`src/rtl/cfg_pkg.sv`:
```
package cfg_pkg;
  localparam logic [3:0] CMD_MEM_RD = 4'h6;
  localparam logic [3:0] CMD_MEM_WR = 4'h7;
  localparam logic [3:0] CMD_CFG_RD = 4'hA;
  localparam logic [3:0] CMD_CFG_WR = 4'hB;
  localparam int         IDX_BITS   = 6;
  localparam int         FN_BITS    = 3;
endpackage

```
`src/rtl/cfg_decode.sv`:
```
module cfg_decode
  import cfg_pkg::*;
(
  input  logic                clk,
  input  logic                rst_n,
  input  logic                addr_valid,
  input  logic [10:0]         ad_lo,
  input  logic [3:0]          cmd,
  input  logic                idsel,
  input  logic                data_valid,
  input  logic                mem_en,
  output logic                cfg_hit,
  output logic                mem_hit,
  output logic                rd_en,
  output logic                wr_en,
  output logic [IDX_BITS-1:0] reg_idx
);
  logic is_cfg, is_mem, cfg_ok;
  logic pend_rd, pend_wr;

  assign is_cfg = (cmd == CMD_CFG_RD) || (cmd == CMD_CFG_WR);
  assign is_mem = (cmd == CMD_MEM_RD) || (cmd == CMD_MEM_WR);
  assign cfg_ok = is_cfg && idsel && (ad_lo[1:0] == 2'b00)
                  && (ad_lo[10:8] == '0);

  always_ff @(posedge clk) begin
    if (!rst_n) begin
      cfg_hit <= 1'b0;
      mem_hit <= 1'b0;
      pend_rd <= 1'b0;
      pend_wr <= 1'b0;
      reg_idx <= '0;
    end else begin
      cfg_hit <= addr_valid && cfg_ok;
      mem_hit <= addr_valid && is_mem && mem_en;
      if (addr_valid) begin
        pend_rd <= cfg_ok && (cmd == CMD_CFG_RD);
        pend_wr <= cfg_ok && (cmd == CMD_CFG_WR);
        reg_idx <= ad_lo[7:2];
      end else if (data_valid) begin
        pend_rd <= 1'b0;
        pend_wr <= 1'b0;
      end
    end
  end

  assign rd_en = data_valid && pend_rd;
  assign wr_en = data_valid && pend_wr;


  type1_ignored_chk: assert property (@(posedge clk) disable iff (!rst_n)
    (addr_valid && ad_lo[1:0] != 2'b00) |=> !cfg_hit);

  other_fn_ignored_chk: assert property (@(posedge clk) disable iff (!rst_n)
    (addr_valid && ad_lo[10:8] != 3'd0) |=> !cfg_hit);

  bad_cmd_ignored_chk: assert property (@(posedge clk) disable iff (!rst_n)
    (addr_valid && !is_cfg && !is_mem) |=> (!cfg_hit && !mem_hit));

  mem_needs_enable_chk: assert property (@(posedge clk) disable iff (!rst_n)
    mem_hit |-> $past(mem_en));

  cfg_claim_chk: assert property (@(posedge clk) disable iff (!rst_n)
    (addr_valid && cmd == CMD_CFG_RD && idsel && ad_lo[1:0] == 2'b00
     && ad_lo[10:8] == 3'd0) |=> cfg_hit);
endmodule

```
`src/rtl/cfg_regfile.sv`:
```
module cfg_regfile
  import cfg_pkg::*;
#(
  parameter int          NUM_DW     = 16,
  parameter logic [31:0] ID_WORD    = 32'h7A31_1D0F,
  parameter logic [31:0] CLASS_WORD = 32'h0180_0002,
  parameter int          BAR_BITS   = 10,
  parameter logic [15:0] STICKY     = 16'h3000
) (
  input  logic                clk,
  input  logic                rst_n,
  input  logic                rd_en,
  input  logic                wr_en,
  input  logic [IDX_BITS-1:0] reg_idx,
  input  logic [31:0]         wdata,
  input  logic [3:0]          be_n,
  output logic [31:0]         rdata,
  output logic                rd_valid,
  output logic                mem_en
);
  localparam int IDX_W = $clog2(NUM_DW);

  function automatic logic [31:0] wmask(int i);
    case (i)
      1:       return 32'h0000_0146;
      3:       return 32'h0000_FFFF;
      4:       return ~((32'd1 << BAR_BITS) - 32'd1);
      15:      return 32'h0000_00FF;
      default: return STICKY[i] ? 32'hFFFF_FFFF : 32'h0;
    endcase
  endfunction

  function automatic logic [31:0] fixed_val(int i);
    case (i)
      0:       return ID_WORD;
      2:       return CLASS_WORD;
      15:      return 32'h0000_0100;
      default: return 32'h0;
    endcase
  endfunction

  logic [31:0] view [NUM_DW];
  logic [31:0] byte_mask;
  logic        in_range;

  assign byte_mask = {{8{~be_n[3]}}, {8{~be_n[2]}}, {8{~be_n[1]}}, {8{~be_n[0]}}};
  assign in_range  = (reg_idx < IDX_BITS'(NUM_DW));

  for (genvar g = 0; g < NUM_DW; g++) begin : g_word
    localparam logic [31:0] MASK = wmask(g);
    logic [31:0] word_q;
    always_ff @(posedge clk) begin
      if (!rst_n && !STICKY[g]) begin
        word_q <= '0;
      end else if (wr_en && reg_idx == IDX_BITS'(g)) begin
        word_q <= (word_q & ~(MASK & byte_mask)) | (wdata & MASK & byte_mask);
      end
    end
    assign view[g] = (fixed_val(g) & ~MASK) | (word_q & MASK);
  end

  assign mem_en = view[1][1];

  always_ff @(posedge clk) begin
    if (!rst_n) begin
      rd_valid <= 1'b0;
      rdata    <= '0;
    end else begin
      rd_valid <= rd_en;
      if (rd_en) rdata <= in_range ? view[reg_idx[IDX_W-1:0]] : 32'h0;
    end
  end


  class_word_fixed_chk: assert property (@(posedge clk) disable iff (!rst_n)
    (rd_en && reg_idx == 6'd2) |=> (rdata == CLASS_WORD));

  beyond_file_zero_chk: assert property (@(posedge clk) disable iff (!rst_n)
    (rd_en && reg_idx >= IDX_BITS'(NUM_DW)) |=> (rdata == 32'h0));

  read_valid_chk: assert property (@(posedge clk) disable iff (!rst_n)
    rd_en |=> rd_valid);
endmodule

```
`src/rtl/cfg_target.sv`:
```
module cfg_target
  import cfg_pkg::*;
#(
  parameter int          NUM_DW     = 16,
  parameter logic [31:0] ID_WORD    = 32'h7A31_1D0F,
  parameter logic [31:0] CLASS_WORD = 32'h0180_0002,
  parameter int          BAR_BITS   = 10,
  parameter logic [15:0] STICKY     = 16'h3000
) (
  input  logic        clk,
  input  logic        rst_n,
  input  logic        addr_valid,
  input  logic [31:0] ad_in,
  input  logic [3:0]  cmd,
  input  logic        idsel,
  input  logic        data_valid,
  input  logic [3:0]  be_n,
  output logic        cfg_hit,
  output logic        mem_hit,
  output logic        rd_valid,
  output logic [31:0] rdata
);
  logic                rd_en, wr_en, mem_en;
  logic [IDX_BITS-1:0] reg_idx;

  cfg_decode u_decode (
    .clk(clk), .rst_n(rst_n), .addr_valid(addr_valid), .ad_lo(ad_in[10:0]),
    .cmd(cmd), .idsel(idsel), .data_valid(data_valid), .mem_en(mem_en),
    .cfg_hit(cfg_hit), .mem_hit(mem_hit), .rd_en(rd_en), .wr_en(wr_en),
    .reg_idx(reg_idx)
  );

  cfg_regfile #(
    .NUM_DW(NUM_DW), .ID_WORD(ID_WORD), .CLASS_WORD(CLASS_WORD),
    .BAR_BITS(BAR_BITS), .STICKY(STICKY)
  ) u_regs (
    .clk(clk), .rst_n(rst_n), .rd_en(rd_en), .wr_en(wr_en), .reg_idx(reg_idx),
    .wdata(ad_in), .be_n(be_n), .rdata(rdata), .rd_valid(rd_valid),
    .mem_en(mem_en)
  );
endmodule

```
`config.mk`:
```
export PLATFORM = sky130hd
export DESIGN_NAME = cfg_target
export DESIGN_NICKNAME = d
export VERILOG_FILES = /design/src/rtl/cfg_pkg.sv /design/src/rtl/cfg_decode.sv /design/src/rtl/cfg_regfile.sv /design/src/rtl/cfg_target.sv
export SDC_FILE = /design/constraint.sdc
export NUM_CORES = 1
export LEC_CHECK = 0
export ABC_AREA = 1
export CORE_MARGIN = 2
export CORE_UTILIZATION = 56
export DETAILED_ROUTE_END_ITERATION = 8
export DONT_BUFFER_PORTS = 1
export GPL_ROUTABILITY_DRIVEN = 0
export PLACE_DENSITY_LB_ADDON = 0.3
export SYNTH_ARGS = -nofsm -noshare
export SYNTH_HDL_FRONTEND = slang
export SYNTH_SLANG_ARGS = --single-unit
export TNS_END_PERCENT = 1
```
`constraint.sdc`:
```
create_clock -name clk -period 4.83 [get_ports clk]
set_input_delay 0 -clock clk [delete_from_list [all_inputs] [get_ports clk]]
set_output_delay 0 -clock clk [all_outputs]
set_load 0.03 [all_outputs]
```
**Yosys cells after proc, flatten, opt, wreduce, memory -nomap -nowiden**

Cells that the tools add are included.

- Word-level logic and storage cells: 80
- Register bits after elaboration: 235
- Output and inout bits: 35
- Input bits: 45

- Reductions and logical operators: 21
- Muxes and demuxes: 7
- Eq/ne operators: 10
- $lt $le $gt $ge: 2
- Bitwise operators: 27

Operator list:

| operator | number |
|---|---|
| $and A32 B32 Y32 | 8 |
| $or A32 B32 Y32 | 6 |
| $bmux W32 S4 | 1 |
| $mux W32 | 3 |
| $not A32 Y32 | 2 |
| $and A16 B32 Y32 | 1 |
| $and A8 B32 Y32 | 1 |
| $and A9 B32 Y32 | 1 |
| $not A16 Y32 | 1 |
| $not A8 Y32 | 1 |
| $not A9 Y32 | 1 |
| $eq A6 B4 Y1 const B | 3 |
| $logic_and A1 B1 Y1 | 16 |
| $eq A4 B3 Y1 const B | 2 |
| $eq A4 B4 Y1 const B | 2 |
| $eq A6 B1 Y1 const B | 1 |
| $eq A6 B2 Y1 const B | 1 |
| $eq A6 B3 Y1 const B | 1 |
| $lt A6 B5 Y1 const B | 1 |
| $ge A5 B5 Y1 const B | 1 |
| $not A4 Y5 | 1 |
| $not A1 Y1 | 4 |
| $logic_not A3 Y1 | 1 |
| $mux W1 | 3 |
| 3 further kinds | 4 |

**Depth between registers and ports, before layout**

Gate-level depths: netlist (run 1).

- Word-level depth: 7
- Gate-level depth with buffers: 10
- Gate-level depth less buffers: 8

**Cells and area by module**

Synthesis (run 1) repeated with hierarchy kept, for this count alone.

- Cell total of the unflattened synthesis: 740
- Area, all modules: 6476.2 sq um

Modules (own cells, without submodules):

| module | times used | cells each | area each (sq um) | seq. area each (sq um) |
|---|---|---|---|---|
| cfg_regfile | 1 | 684 | 6064.6 | 3583.4 |
| cfg_decode | 1 | 56 | 411.6 | 200.2 |

**Worst setup path after synthesis (run 1)**

Ideal clock, no wire load.

- Kind: reg-to-reg
- Start point: reg u_decode.reg_idx[1]
- End point: reg (tool-made name)
- Buffers on the path: 2
- Clock period less this slack: 1.702 ns
- Slack: 3.128 ns
- Stages on the path, launching flop included: 8
- Required time: 4.459 ns
- Data arrival time: 1.331 ns
- Library setup time: 0.371 ns
- Path through: dfxtp_1 buf_6 clkinv_2 nand2_2 nor2_1 buf_4 nand2_1 nor2_1

RTL lines:

| what | RTL line | RTL |
|---|---|---|
| start: declaration | cfg_decode.sv:16 | `output logic [IDX_BITS-1:0] reg_idx` |
| start signal: assignment | cfg_decode.sv:39 | `reg_idx <= ad_lo[7:2];` |

==> results of run 1 <==
[logic make-up after synthesis]
family | Yosys count
AND/OR/NAND/NOR | 369
AO/OA/AOI/OAI | 135
flip-flops | 157
buffers and inverters | 67
[worst reg2reg max path, stage by stage (launching register included)]
cell and delay, ns:
dfxtp_1 0.74, clkinv_2 0.41, nand2_2 0.22, nor2_4 0.09
nand2_4 0.17, nor2_8 0.06, o21ai_0 0.14, dlygate4sd3_1 0.56
nor2_1 0.04, dlygate4sd3_1 0.54
[stage by stage]
stage | area, µm² | cells | total power, mW
after CTS | 7465 | 919 | 2.778
after detailed placement | 6394 | 836 | 1.523
final | 7465 | 919 | 2.771
after global placement | 6394 | 836 | 1.521
after global routing | 7465 | 919 | 2.855
after floorplan | 6376 | 728 | 1.508
[power groups by stage]
stage / clock, mW / sequential [mW] / combinational [mW]
floorplan: 0 / 1.41 / 0.0966
global placement: 0 / 1.42 / 0.103
detailed placement: 0 / 1.42 / 0.104
CTS: 1.23 / 1.39 / 0.157
global route: 1.29 / 1.39 / 0.177
finish: 1.22 / 1.39 / 0.163
[synth_stat cells, drive strengths merged]
cell type,number
nor3,1
nand3b,4
o21ai,69
nand3,69
clkbuf,15
nor2,88
nand2,201
buf,20
a21oi,66
clkinv,3
nor4,2
dfxtp,93
edfxtp,64
inv,29
or2,4
[layer usage]
| metal | track usage (%) | wire length, µm |
|---|---|---|
| met1 | 38.88 | 7058 |
| met2 | 45.73 | 8018 |
| met3 | 9.677 | 2011 |
| met4 | 10.75 | 391 |
| met5 | 0 | 0 |
[path summary, 6_finish.rpt]
| kind | start | to | slack, ns | depth (start not counted) |
|---|---|---|---|---|
| setup / recovery | u_decode.reg_idx[1] | flip-flop | 1.75 | 9 |
| hold / removal | data_valid | u_regs.rd_valid | 0.04 | 3 |
| setup reg to reg | u_decode.reg_idx[1] | flip-flop | 1.75 | 9 |
| hold reg to reg | flip-flop | flip-flop | 0.46 | 2 |
[layout make-up]
| cell class | count | area, µm² | share of cell area [%] |
|---|---|---|---|
| Clock buffer | 18 | 439.2 | 5.883 |
| Clock inverter | 13 | 101.3 | 1.358 |
| Inverter | 32 | 121.4 | 1.626 |
| Multi-Input combinational cell | 504 | 2291 | 30.69 |
| Sequential cell | 157 | 3784 | 50.69 |
| Tap cell | 140 | 175.2 | 2.347 |
| Timing Repair Buffer | 55 | 553.0 | 7.409 |
[what timing repair did]
| action | 4_1_cts | 5_1_grt |
|---|---|---|
| buffers inserted | 0 | 0 |
| hold endpoints to repair | 188 | 0 |
| hold buffers | 52 | 0 |
==> results.yml, run 1 <==
power_and_ir_drop:
  power_frac_comb_pct: 5.9
  clockPowerShare_pct: 43.9
  powerDensity_mw_per_mm2: 371.2
  leakagePower_nw: 2.772
  pwr-share-seq_pct: 50.2
  p_sw_uw: 624.6
  ir_drop_mv: 0.3224
  sw_frac_of_total_pct: 22.54
  intPower_mw: 2.147
synth:
  synthCells: 728
  synth-seq-cells: 157
  synth_adder_area_share_pct: 0
  synth-compound-area-share_pct: 10.60
  synth.distinct_cells: 28
  yosys.area_share.xor_xnor_pct: 0
  syn-mean-instance-area_um2: 8.758
  synth_warnings: 0
  ys_seq_area_share_pct: 59.34
  synth_area_leaders: "edfxtp_1, dfxtp_1, nand2_1"
  yosys.area.top_type_share_pct: 30.14
  synthSimpleGateAreaFrac_pct: 25.33
  synth_area_leader_cell: "edfxtp_1"
  syn-cell-area_mm2: 0.006376
  synth_mux_area_share_pct: 0
  synth_top_family_by_area: "simple AND/OR/NAND/NOR gates"
  synth_fp_nets: 773
finish:
  mostFrequentLayoutCells: "nand2_1, dfxtp_1, nor2_1"
  nNetsFinal: 812
  fin_util_pct: 67.97
  drive_above_1_share_pct: 7.831
  mostFrequentLayoutCell: "nand2_1"
  area_delta_synth_final_pct: 17.07
  antenna_cells: 0
  fillers: 848
sta:
  clock.fmax_mhz: 324.7
  skew_ns: 0.006932
  layout_min_cycle_time_ns: 3.079
  hold_viol_final: 0
  slew_violations: 0
  slew_headroom_pct: 9.639
  whs_ns: 0.03841
  period_share_pct: 63.75
  finalSetupViolations: 0
  layout_setup_ws_ns: 1.751
  rsz0062_at_grt: "false"
  tns_ns: 0
  tightest_slew_ns: 1.354
worst_setup_path:
  start_kind: "flip-flop"
  path_max_fanout: 17
  critical_path.max_stage_delay_ns: 0.74
  crit_family: "buffers and inverters"
  cp_slowest_cell: "dfxtp_1"
  required_ns: 5.14
  crit_top_cell: "dlygate4sd3_1"
  crit_chain: "clkinv_2 -> nand2_2 -> nor2_4 -> nand2_4 -> nor2_8 -> o21ai_0 -> dlygate4sd3_1 -> nor2_1 -> dlygate4sd3_1"
  critPathKind: "flip-flop to flip-flop"
  endpoint_kind: "flip-flop"
  crit_arrival_ns: 3.39
  path_buf_inv: 3
clocking:
  cts-root-buf: "clkbuf_16"
  clk_pin_slew_ns: 0.06
  cts_resized: 0
  cts_max_level: 4
  clkLatencyLatePin_ns: 0.42
  cts_buffers: 17
  clock_sinks: 157
  cts_tree: "done"
  clk_path_buf_depth: 2
drt:
  wl_per_cell_um: 19.02
  via_per_inst: 5.854
  vias: 5380
  drt_first_pass_iters: 6
  drc: 0
  dr.first_iter.drc_count: 764
  routed_wirelength_um: 17480
  antenna_left: 0
min_path:
  hold_class: "input pin to flip-flop"
global_routing:
  antenna_found_initial: 0
  grt_max_degree: 59
  grt_use_total_pct: 29.47
  grt_pass1_vias: 5323
  grt_pass1_wl_um: 28090
  overflow: 0
die:
  num_rows: 38
  initial_utilization_pct: 58.05
  core_area_mm2: 0.01098
  die_h_um: 110.7
  die-area_mm2: 0.01226
  io_pins: 80
  fp.dieW_um: 110.7
placed_design:
  dp_slack_ns: 2.447
  post-dp-hpwl_um: 11510
  io_buffers: 0
job:
  max-cap-violations: 0
outcome:
  outcome: "finished, final reports clean"
(Power assumes the default switching activity.)
==> run 2, diff against run 1 <==
==> constraint.sdc (replaced) <==
create_clock -name clk -period 3.1 [get_ports clk]
set_input_delay 0 -clock clk [delete_from_list [all_inputs] [get_ports clk]]
set_output_delay 0 -clock clk [all_outputs]
set_load 0.03 [all_outputs]
==> results.yml, run 2 (synthesized netlist as in run 1, its figures left out) <==
power_and_ir_drop:
  sw_frac_of_total_pct: 23.00
  intPower_mw: 3.398
  power.total_mw: 4.413
  p_sw_mw: 1.015
  clockPowerShare_pct: 44.9
  ir_drop_mv: 0.4364
  leakagePower_nw: 2.784
  powerDensity_mw_per_mm2: 588.3
  power_frac_comb_pct: 5.9
  pwr-share-seq_pct: 49.2
worst_setup_path:
  endpoint_kind: "flip-flop"
  critPathKind: "flip-flop to flip-flop"
  crit_arrival_ns: 3.13
  start_kind: "flip-flop"
  worstReg2RegStart: "u_decode.reg_idx[1]"
  path_max_fanout: 17
  r2r_slack_ns: 0.29
  required_ns: 3.42
  reg2reg_depth: 9
  startpoint: "u_decode.reg_idx[1]"
clocking:
  clk_path_buf_depth: 2
  cts_buffers: 17
  clock_sinks: 157
  clk_pin_slew_ns: 0.06
  cts-root-buf: "clkbuf_16"
  cts_max_level: 4
  clkLatencyLatePin_ns: 0.43
  cts_tree: "done"
sta:
  layout_min_cycle_time_ns: 2.811
  finalSetupViolations: 0
  clock.fmax_mhz: 355.8
  period_share_pct: 90.66
  skew_ns: 0.009369
  tns_ns: 0
  slew_headroom_pct: 34.05
  tightest_slew_ns: 0.9832
  rsz0062_at_grt: "false"
  slew_violations: 0
  hold_viol_final: 0
global_routing:
  antenna_found_initial: 1
  grt_pass1_wl_um: 27260
  overflow: 0
  grt_use_total_pct: 28.75
  grt_max_degree: 59
  grt_pass1_vias: 5136
finish:
  multi_input_comb_area_mm2: 0.002291
  mostFrequentLayoutCell: "nand2_1"
  drive_above_1_share_pct: 8.568
  instances_no_fill: 923
  nNetsFinal: 814
  seqCellArea_mm2: 0.003786
  fillers: 822
  mostFrequentLayoutCells: "nand2_1, dfxtp_1, nor2_1"
  area_delta_synth_final_pct: 17.66
min_path:
  hold_class: "input pin to flip-flop"
drt:
  drt_first_pass_iters: 6
  wl_per_cell_um: 18.54
  via_per_inst: 5.842
  drc: 0
  vias: 5392
  routed_wirelength_um: 17110
  dr.first_iter.drc_count: 593
  antenna_left: 0
die:
  num_rows: 38
  io_pins: 80
  die-area_mm2: 0.01226
  core_area_mm2: 0.01098
  initial_utilization_pct: 58.05
  fp.dieW_um: 110.7
  die_h_um: 110.7
placed_design:
  post-dp-hpwl_um: 11010
  io_buffers: 0
  place_inst: 839
outcome:
  outcome: "finished, final reports clean"
job:
  max-cap-violations: 0
[run 2: cell count changes in the layout (fill, tap and decap cells not counted), sizes merged]
cell / change
inv: +1
clkinvlp: +2
dlygate4sd3: -1
clkbuf: +3
diode: +1
clkinv: -5
buf: +3
[run 2: power groups by stage]
stage / logic (mW) / clock network (mW) / registers [mW]
5_1_grt: 0.283 / 2.08 / 2.17
4_1_cts: 0.254 / 1.98 / 2.17
2_1_floorplan: 0.150 / 0 / 2.20
3_3_place_gp: 0.167 / 0 / 2.21
3_5_place_dp: 0.171 / 0 / 2.21
6_report: 0.262 / 1.98 / 2.17
[run 2: layout make-up]
type | instances | share of cell area, %
diodes | 1 | 0.03336
clock inverters | 11 | 1.201
well taps | 140 | 2.335
clock buffers | 21 | 6.271
repair buffers | 57 | 7.538
multi-input cells | 504 | 30.54
inverters | 32 | 1.618
flip-flops and latches | 157 | 50.47
[run 2: critical path, cell delays in order (launching register included)]
cell and delay (ns):
dfxtp_2 0.55, clkinv_2 0.33, nand2_2 0.20, nor2_4 0.09, nand2_4 0.16, nor2_8 0.06, o21ai_0 0.15, dlygate4sd3_1 0.57
nor2_1 0.04, dlygate4sd3_1 0.53
[run 2: metal layers]
layer	vias up	share of wire, %	global-route usage [%]	wire length [µm]
met5	-	0	0	0
met4	0	2.2	10.33	382
met3	45	11	9.131	1869
met2	332	47	44.79	7989
met1	2492	40	38.02	6870
li1	2523	-	-	-
[run 2: worst min-delay path by stage]
stage               startpoint          endpoint  cells past startpoint
floorplan               cmd[3]  u_decode.mem_hit                      1
global placement        cmd[3]  u_decode.mem_hit                      1
detailed placement      cmd[3]  u_decode.mem_hit                      1
CTS                 data_valid   u_regs.rd_valid                      3
global route        data_valid   u_regs.rd_valid                      3
finish              data_valid   u_regs.rd_valid                      3
[run 2: stage by stage]
stage          setup WS [ns]  instance area (µm²)  hold WS, ns  utilization (%)
2_1_floorplan          1.398                 6376      0.07550                -
6_report              0.2894                 7502      0.03177            68.31
3_5_place_dp          0.6143                 6416      0.07907            58.42
3_3_place_gp          0.7349                 6416      0.07924            58.42
5_1_grt               0.1543                 7502      0.06375            68.31
4_1_cts              0.01518                 7497     0.008939            68.26
[run 2: what timing repair did]
action | 4_1_cts | 5_1_grt
setup endpoints to repair | 0 | 1
endpoints found under the hold margin | 188 | 0
buffers inserted | 0 | 0
hold buffers | 51 | 0
gates resized for setup | 0 | 2
